### config.mk
export PLATFORM = sky130hd
export DESIGN_NAME = hscan_host_if
export DESIGN_NICKNAME = d
export VERILOG_FILES = /design/src/rtl/hscan_host_if.sv
export SDC_FILE = /design/constraint.sdc
export NUM_CORES = 1
export LEC_CHECK = 0
export BUFFER_PORTS_ARGS = -buffer_cell sky130_fd_sc_hd__clkbuf_2
export CORE_MARGIN = 1.5
export CORE_UTILIZATION = 50
export CTS_CLUSTER_DIAMETER = 100
export CTS_CLUSTER_SIZE = 14
export DETAILED_ROUTE_END_ITERATION = 8
export GPL_TIMING_DRIVEN = 0
export PLACE_DENSITY = 0.68
export SLEW_MARGIN = 20
export SYNTH_ARGS = -nofsm -noshare
export SYNTH_HDL_FRONTEND = slang
export SYNTH_SLANG_ARGS = --single-unit
export TNS_END_PERCENT = 5
### constraint.sdc
create_clock -name clk -period 3 [get_ports clk]
set_input_delay 0 -clock clk [delete_from_list [all_inputs] [get_ports clk]]
set_output_delay 0 -clock clk [all_outputs]
set_load 0.02 [all_outputs]
### src/rtl/hscan_host_if.sv
module hscan_host_if #(
  parameter int DEPTH = 4,
  parameter int W     = 8
) (
  input  logic         clk,
  input  logic         rst_n,
  input  logic         host_strobe,
  input  logic         host_rw,
  input  logic [2:0]   host_addr,
  input  logic [W-1:0] host_din,
  output logic [W-1:0] host_dout,
  output logic         host_ready,
  input  logic         bit_stb,
  input  logic         bit_last,
  input  logic         tdi_in,
  input  logic         tms_in,
  output logic         tx_valid,
  output logic         tx_bit,
  input  logic         seq_busy,
  input  logic         seq_err
);
  localparam int AW = $clog2(DEPTH);
  localparam int CW = $clog2(DEPTH + 1);
  localparam int BW = $clog2(W);

  logic          s1, s2, done;
  logic [1:0]    mode;
  logic [W-1:0]  tx_mem [DEPTH];
  logic [W-1:0]  rx_mem [DEPTH];
  logic [AW-1:0] tx_wp, tx_rp, rx_wp, rx_rp;
  logic [CW-1:0] tx_cnt, rx_cnt;
  logic [BW-1:0] bcnt;
  logic [W-1:0]  acc, acc_n;
  logic          pend, wr_go, rd_go, oth_go, commit;
  logic          tx_pop, rx_push, cap, byte_end;
  logic [W-1:0]  rd_val;

  assign pend   = s2 & ~done;
  assign wr_go  = pend & ~host_rw & (host_addr == 3'd0) & (tx_cnt != CW'(DEPTH));
  assign rd_go  = pend &  host_rw & (host_addr == 3'd1) & (rx_cnt != '0);
  assign oth_go = pend & ~((host_addr == 3'd0) & ~host_rw) & ~((host_addr == 3'd1) & host_rw);
  assign commit = wr_go | rd_go | oth_go;

  assign tx_valid = (tx_cnt != '0);
  assign tx_bit   = tx_valid ? tx_mem[tx_rp][bcnt] : 1'b0;
  assign byte_end = bit_stb & ((bcnt == BW'(W - 1)) | bit_last);
  assign tx_pop   = byte_end & tx_valid;
  assign rx_push  = byte_end;
  assign cap      = (mode == 2'b01) ? tx_bit : (mode == 2'b10) ? tms_in : tdi_in;
  assign acc_n    = acc | (W'(cap) << bcnt);

  always_comb begin
    case (host_addr)
      3'd1:    rd_val = rx_mem[rx_rp];
      3'd2:    rd_val = W'(mode);
      3'd3:    rd_val = W'({seq_err, seq_busy, rx_cnt, tx_cnt});
      default: rd_val = '0;
    endcase
  end

  always_ff @(posedge clk or negedge rst_n) begin
    if (!rst_n) begin
      s1 <= 1'b0; s2 <= 1'b0; done <= 1'b0;
      mode <= 2'b00; host_dout <= '0;
    end else begin
      s1 <= host_strobe;
      s2 <= s1;
      if (commit) done <= 1'b1;
      else if (!s2) done <= 1'b0;
      if (commit && host_rw) host_dout <= rd_val;
      if (oth_go && !host_rw && host_addr == 3'd2) mode <= host_din[1:0];
    end
  end

  always_ff @(posedge clk) begin
    if (wr_go) tx_mem[tx_wp] <= host_din;
    if (rx_push) rx_mem[rx_wp] <= acc_n;
  end

  always_ff @(posedge clk or negedge rst_n) begin
    if (!rst_n) begin
      tx_wp <= '0; tx_rp <= '0; tx_cnt <= '0;
      rx_wp <= '0; rx_rp <= '0; rx_cnt <= '0;
      bcnt <= '0; acc <= '0;
    end else begin
      if (wr_go)  tx_wp <= tx_wp + 1'b1;
      if (tx_pop) tx_rp <= tx_rp + 1'b1;
      tx_cnt <= tx_cnt + CW'(wr_go) - CW'(tx_pop);
      if (rx_push) rx_wp <= rx_wp + 1'b1;
      if (rd_go)   rx_rp <= rx_rp + 1'b1;
      rx_cnt <= rx_cnt + CW'(rx_push) - CW'(rd_go);
      if (byte_end) begin
        bcnt <= '0; acc <= '0;
      end else if (bit_stb) begin
        bcnt <= bcnt + 1'b1; acc <= acc_n;
      end
    end
  end

  assign host_ready = done;

  p_tx_bound_r10: assert property (@(posedge clk) disable iff (!rst_n) tx_cnt <= CW'(DEPTH));
  p_rx_bound_r10: assert property (@(posedge clk) disable iff (!rst_n) rx_cnt <= CW'(DEPTH));
  p_legal_stb_r3: assert property (@(posedge clk) disable iff (!rst_n)
    bit_stb |-> (tx_cnt != '0) && (rx_cnt != CW'(DEPTH)));
  p_ready_drop_r2: assert property (@(posedge clk) disable iff (!rst_n)
    (host_ready && !s2) |=> !host_ready);
  p_wait_full_r7: assert property (@(posedge clk) disable iff (!rst_n)
    (pend && !host_rw && host_addr == 3'd0 && tx_cnt == CW'(DEPTH)) |=> !host_ready);
  p_wait_empty_r7: assert property (@(posedge clk) disable iff (!rst_n)
    (pend && host_rw && host_addr == 3'd1 && rx_cnt == '0) |=> !host_ready);
  p_bit_restart_r5: assert property (@(posedge clk) disable iff (!rst_n)
    (bit_stb && bit_last) |=> (bcnt == '0));
  p_mode_hold_r6: assert property (@(posedge clk) disable iff (!rst_n)
    !(pend && !host_rw && host_addr == 3'd2) |=> $stable(mode));
endmodule

Yosys cells after proc, flatten, opt, wreduce, memory -nomap -nowiden --
Memory sizes are Yosys's and may differ from the RTL's. Index checks and enable logic that the tools add are counted.
Word-level totals: flip-flop bits (word level) 38, ROM bits 0, RAM bits 64, memories 2, bits in latches 0, output and inout port bits 11
Operators by class: muxes and demuxes 16, div/mod/pow operators 0, eq/ne operators 8, shift-type cells 1, multipliers 0, bitwise logic cells 21, magnitude comparators 1, reductions and logical operators 8, $add $sub $neg 9
Memories:
- rx_mem | words 4, bits a word 8, read ports 1, clocked after Yosys merged registers in 0, write ports 1, RTL line 29 | logic [W-1:0] rx_mem [DEPTH];
- tx_mem | words 4, bits a word 8, read ports 1, clocked after Yosys merged registers in 0, write ports 1, RTL line 28 | logic [W-1:0] tx_mem [DEPTH];
Operators with widths (number):
- 8-bit one-hot mux with 3 select lines | 1
- 8-bit two-way mux | 2
- 1-bit AND | 13
- 1-bit two-way mux | 10
- 2-bit by 1-bit adder with 2-bit output, second input constant | 4
- 8-bit bitwise OR | 1
- 1-bit by 3-bit left shift with 8-bit output | 1
- 3-bit by 1-bit adder with 3-bit output | 2
- 3-bit by 2-bit == test with 1-bit output, second input constant | 2
- 3-bit two-way mux | 2
- 3-bit nonzero test | 2
- 3-bit by 1-bit subtractor with 3-bit output | 2
- 3-bit by 4-bit less-than comparator with 1-bit output, second input constant | 1
- 1-bit inverter | 4
- 3-bit by 1-bit adder with 3-bit output, second input constant | 1
- 1-bit binary-select mux with 3-bit select | 1
- 3-bit by 1-bit == test with 1-bit output, second input constant | 1
- 3-bit == test, second input constant | 1
- 1-bit logical AND | 3
- 3-bit zero test | 1
- 3-bit != test, second input constant | 1
- 1-bit bitwise OR | 3
- 2-bit by 1-bit == test with 1-bit output, second input constant | 1
- 2-bit == test, second input constant | 1
- other kinds (3) | 3

Longest topological paths before layout --
An unclocked memory read counts as a cell.
word-level depth 9, mapped depth 13

Least setup slack after synthesis --
Ideal clock, no wire load.
path type flip-flop to flip-flop, start reg done, in the netlist host_ready, end reg tx_cnt[2], cell stages (with the launch flop) 12, clock period less this slack 2627 ps, path buffers 0, data arrival time 2504 ps, required time 2877 ps, slack 373 ps, path through dfrtp_1 -> nor2_1 -> nand3_1 -> a211oi_1 -> inv_1 -> ha_1 -> inv_1 -> ha_1 -> inv_1 -> fa_1 -> xnor2_1 -> xnor2_1
On the way: word-level cells in the longest chain between the ends 7
RTL lines:
- from (decl) | RTL line 26 | logic s1, s2, done;
- from (signal assigned) | RTL line 63 | s1 <= 1'b0; s2 <= 1'b0; done <= 1'b0;
- from (signal assigned) | RTL line 68 | if (commit) done <= 1'b1;
- from (signal assigned) | RTL line 69 | else if (!s2) done <= 1'b0;
- 1-bit inverter | RTL line 38 | assign pend = s2 & ~done;
- 1-bit AND | RTL line 38
- 1-bit AND (3 in series) | RTL line 39 | assign wr_go = pend & ~host_rw & (host_addr == 3'd0) & (tx_cnt != CW'(DEPTH));
- 3-bit by 1-bit adder with 3-bit output | RTL line 88 | tx_cnt <= tx_cnt + CW'(wr_go) - CW'(tx_pop);
- 3-bit by 1-bit subtractor with 3-bit output | RTL line 88
- to (signal assigned) | RTL line 88
- to (decl) | RTL line 31 | logic [CW-1:0] tx_cnt, rx_cnt;
Every way passes these cells. A chain may end at the register's enable or synchronous reset.

Final worst setup path --
start reg bcnt[0], end mem rx_mem[3][6], data pin
On the way: word-level cells in the longest chain between the ends 6
RTL lines:
- from (decl) | RTL line 32 | logic [BW-1:0] bcnt;
- from (signal assigned) | RTL line 95 | bcnt <= bcnt + 1'b1; acc <= acc_n;
- 1-bit binary-select mux with 3-bit select | RTL line 45 | assign tx_bit = tx_valid ? tx_mem[tx_rp][bcnt] : 1'b0;
- 1-bit two-way mux (implied by the code) | RTL line 45
- 1-bit two-way mux | RTL line 45
- 1-bit two-way mux | RTL line 49 | assign cap = (mode == 2'b01) ? tx_bit : (mode == 2'b10) ? tms_in : tdi_in;
- 1-bit by 3-bit left shift with 8-bit output * | RTL line 50 | assign acc_n = acc | (W'(cap) << bcnt);
- 8-bit bitwise OR * | RTL line 50
- named net acc_n[6] | RTL line 33 | logic [W-1:0] acc, acc_n;
- to (decl) | RTL line 29
Mark *: on every way through the listed nets, which the timed path passes. The rest lies on a longest branch. The select of a mux whose other input is x is not followed.

==> impl_metrics.yaml <==
run_status:
  status: "complete, no violations"
detailed_routing:
  wire_per_inst_um: 16.31
  drc: 0
  wl_met2_mm: 3.910
  wl_met1_mm: 3.535
  via_per_inst: 5.580
  maxUsedRoutingLayer: "met4"
  dr.pass1.iters: 5
  wl_met3_um: 338
  drtIter0Drc: 151
  ant_nets: 0
  drt_wl_total_mm: 7.878
  vias: 2695
global_route:
  grtUsageTotal: 0.1801
  antenna_found_initial: 0
  overflow: 0
  grt_pass1_vias: 2767
  grt_max_degree: 39
  grt_pass1_wl_mm: 13.32
power:
  power_density_mw_per_mm2: 748.7
  irDropWorstVdd_uv: 406.7
  finalPower_mw: 3.828
  leakagePower_nw: 2.003
cells_and_area:
  final.fill_count: 690
  drive_gt1_frac: 0.1893
  multi_input_area_sq_mm: 0.001493
  ff_latch_area_sq_mm: 0.002873
  fin_nets: 407
  area_delta_synth_final_pct: 13.78
  insertedDiodeCount: 0
cts:
  htreeDepth: 3
  cts.sinks: 102
  numCtsBuffers: 9
  clk_latency_ns: 0.38
  cts_buffer_depth: 2
  clk_pin_slew_ns: 0.10
  cts_tree: "yes"
  cts_setup_buffers: 0
  root_buffer: "clkbuf_8"
synth:
  syn_avg_cell_area_sq_um: 14.22
  synth_warnings: 0
  synth.distinct_cells: 41
  synth_top_cell_by_area: "edfxtp_1"
  synth_most_common_cell: "edfxtp_1"
  synthArstFlopShare: 0.3725
  ys_ff_latch: 102
  synth_edf_count: 64
  synth_flop_cell: "edfxtp_1"
  syn-cell-area_sq_mm: 0.004493
  synth_top_area_frac: 0.4277
  yosysSeqAreaShare: 0.6394
  synth_nets: 353
  synth_commonest_cells: "edfxtp_1 (64), dfrtp_1 (38), nand2_1 (20), nor2_1 (20), inv_1 (18)"
  synth_area_leaders: "edfxtp_1 (43%), dfrtp_1 (21%), mux4_2 (5.5%), ha_1 (3.9%), mux2i_1 (3.6%)"
  synth_cells: 316
worst_setup_path:
  slowest_stage: "mux4_2"
  cp_max_fo: 10
  critPathTopFamily: "compound AO/OA/AOI/OAI gates"
  crit_chain: "buf_1 -> mux4_2 -> a221oi_1 -> a21oi_1 -> o21bai_1"
  start_kind: "flop"
  crit_type: "reg2reg"
  cp.arrival_ns: 2.88
  cp.required_ns: 3.14
  crit_buf_inv: 1
  cpPeakStageDelay_ns: 0.59
  cp-end-kind: "flop"
flow_run:
  cap_violations: 0
sta:
  fin_skew_ns: 0.01662
  period_needed_ns: 2.734
  relSlewSlack: 0.3578
  timing.final.crit_share: 0.9112
  hold_viol_final: 0
  fmax_ghz: 0.3658
  report.final.slew_viol_count: 0
  final-setup-viol-count: 0
  tightest_slew_ns: 0.9533
  grt_setup_unrepaired: "false"
  fin_setup_tns_ns: 0
die:
  rows: 34
  core_area_sq_mm: 0.008721
  die_y_um: 97.80
  die-area_sq_mm: 0.009564
  ios: 32
  initial_utilization: 0.5152
  die_width_um: 97.80
hold_path:
  hold_path.class: "in2reg"
placed_design:
  hpwlAfterDp_mm: 5.509
  port-buffer-count: 30
  gp_congestion: 0.7757
## worst paths after layout
path / end / cells after the start / startpoint / slack (ns)
min reg2reg: s2 / 0 / s1 / 0.36
min in group asynchronous: s1 / 2 / rst_n / 0.28
min: acc[0] / 3 / bit_stb / 0.02
max: rx_mem[3][6] / 5 / bcnt[0] / 0.27
max in group asynchronous: acc[2] / 2 / rst_n / 2.17
max reg2reg: rx_mem[3][6] / 5 / bcnt[0] / 0.27
## layout make-up
type / instances / area share
tap: 108 / 0.02643
sequential: 102 / 0.5619
multi-input combinational: 182 / 0.2920
buffer: 13 / 0.01248
inverter: 19 / 0.01395
clock inverter: 7 / 0.01419
clock buffer: 9 / 0.02423
timing repair buffer: 43 / 0.05482
## metal layers
metal,track usage,vias up
li1,-,1274
met1,0.2305,1348
met2,0.3061,60
met3,0.04581,13
met4,0.05275,0
met5,0,-
## kinds of logic (layout without fill, tap and decap cells)
logic type,after synthesis,after routing,synth area share
xor+xnor,10,10,0.01949
buf+inv,32,91,0.03007
mux,33,33,0.1058
flops,102,102,0.6394
compound gates,52,52,0.08159
simple gates,71,71,0.07575
fa+ha+maj,16,16,0.04790
## state kept, by name, indices dropped and copies added, names as in the netlist
register    count
mode            2
rx_cnt          3
tx_rp           2
host_ready      1
rx_mem         32
tx_cnt          3
host_dout       8
rx_wp           2
s2              1
s1              1
tx_mem         32
rx_rp           2
tx_wp           2
acc             8
bcnt            3
## where the power goes
group / internal (mW) / switching [mW]
logic: 0.508 / 0.615
registers: 1.72 / 0.132
clock network: 0.332 / 0.519
## repair_timing
action	CTS	global route
gates resized for setup	0	3
hold buffers	13	0
hold endpoints to repair	78	0
setup endpoints to repair	0	2
## metrics by stage
step | setup WS [ns] | utilization | area [sq um] | std cells | hold slack (ns)
4_1_cts | 0.0007090 | 0.5854 | 5105 | 483 | 0.002874
3_5_place_dp | 0.05101 | 0.5479 | 4778 | 454 | 0.1123
6_report | 0.2665 | 0.5862 | 5112 | 483 | 0.02423
5_1_grt | 0.05183 | 0.5862 | 5112 | 483 | 0.01865
2_1_floorplan | 0.3725 | - | 4493 | 316 | -0.2956
3_3_place_gp | 0.07252 | 0.5479 | 4778 | 454 | 0.1130
## worst min-delay path, cell delays in order
cell and delay (ns):
clkbuf_2 0.11, nand2_1 0.17, o41ai_2 0.08
## cells in the final DEF, fill, tap and decap left out, types with 10 or more instances in the layout
cell	n
clkbuf_2	29
dfrtp_1	38
dlygate4sd3_1	13
edfxtp_1	64
ha_1	14
inv_1	18
mux2i_1	16
mux4_2	11
nand2_1	20
nand3_1	10
nor2_1	19
Note: power is estimated with default switching activity, not from simulation.
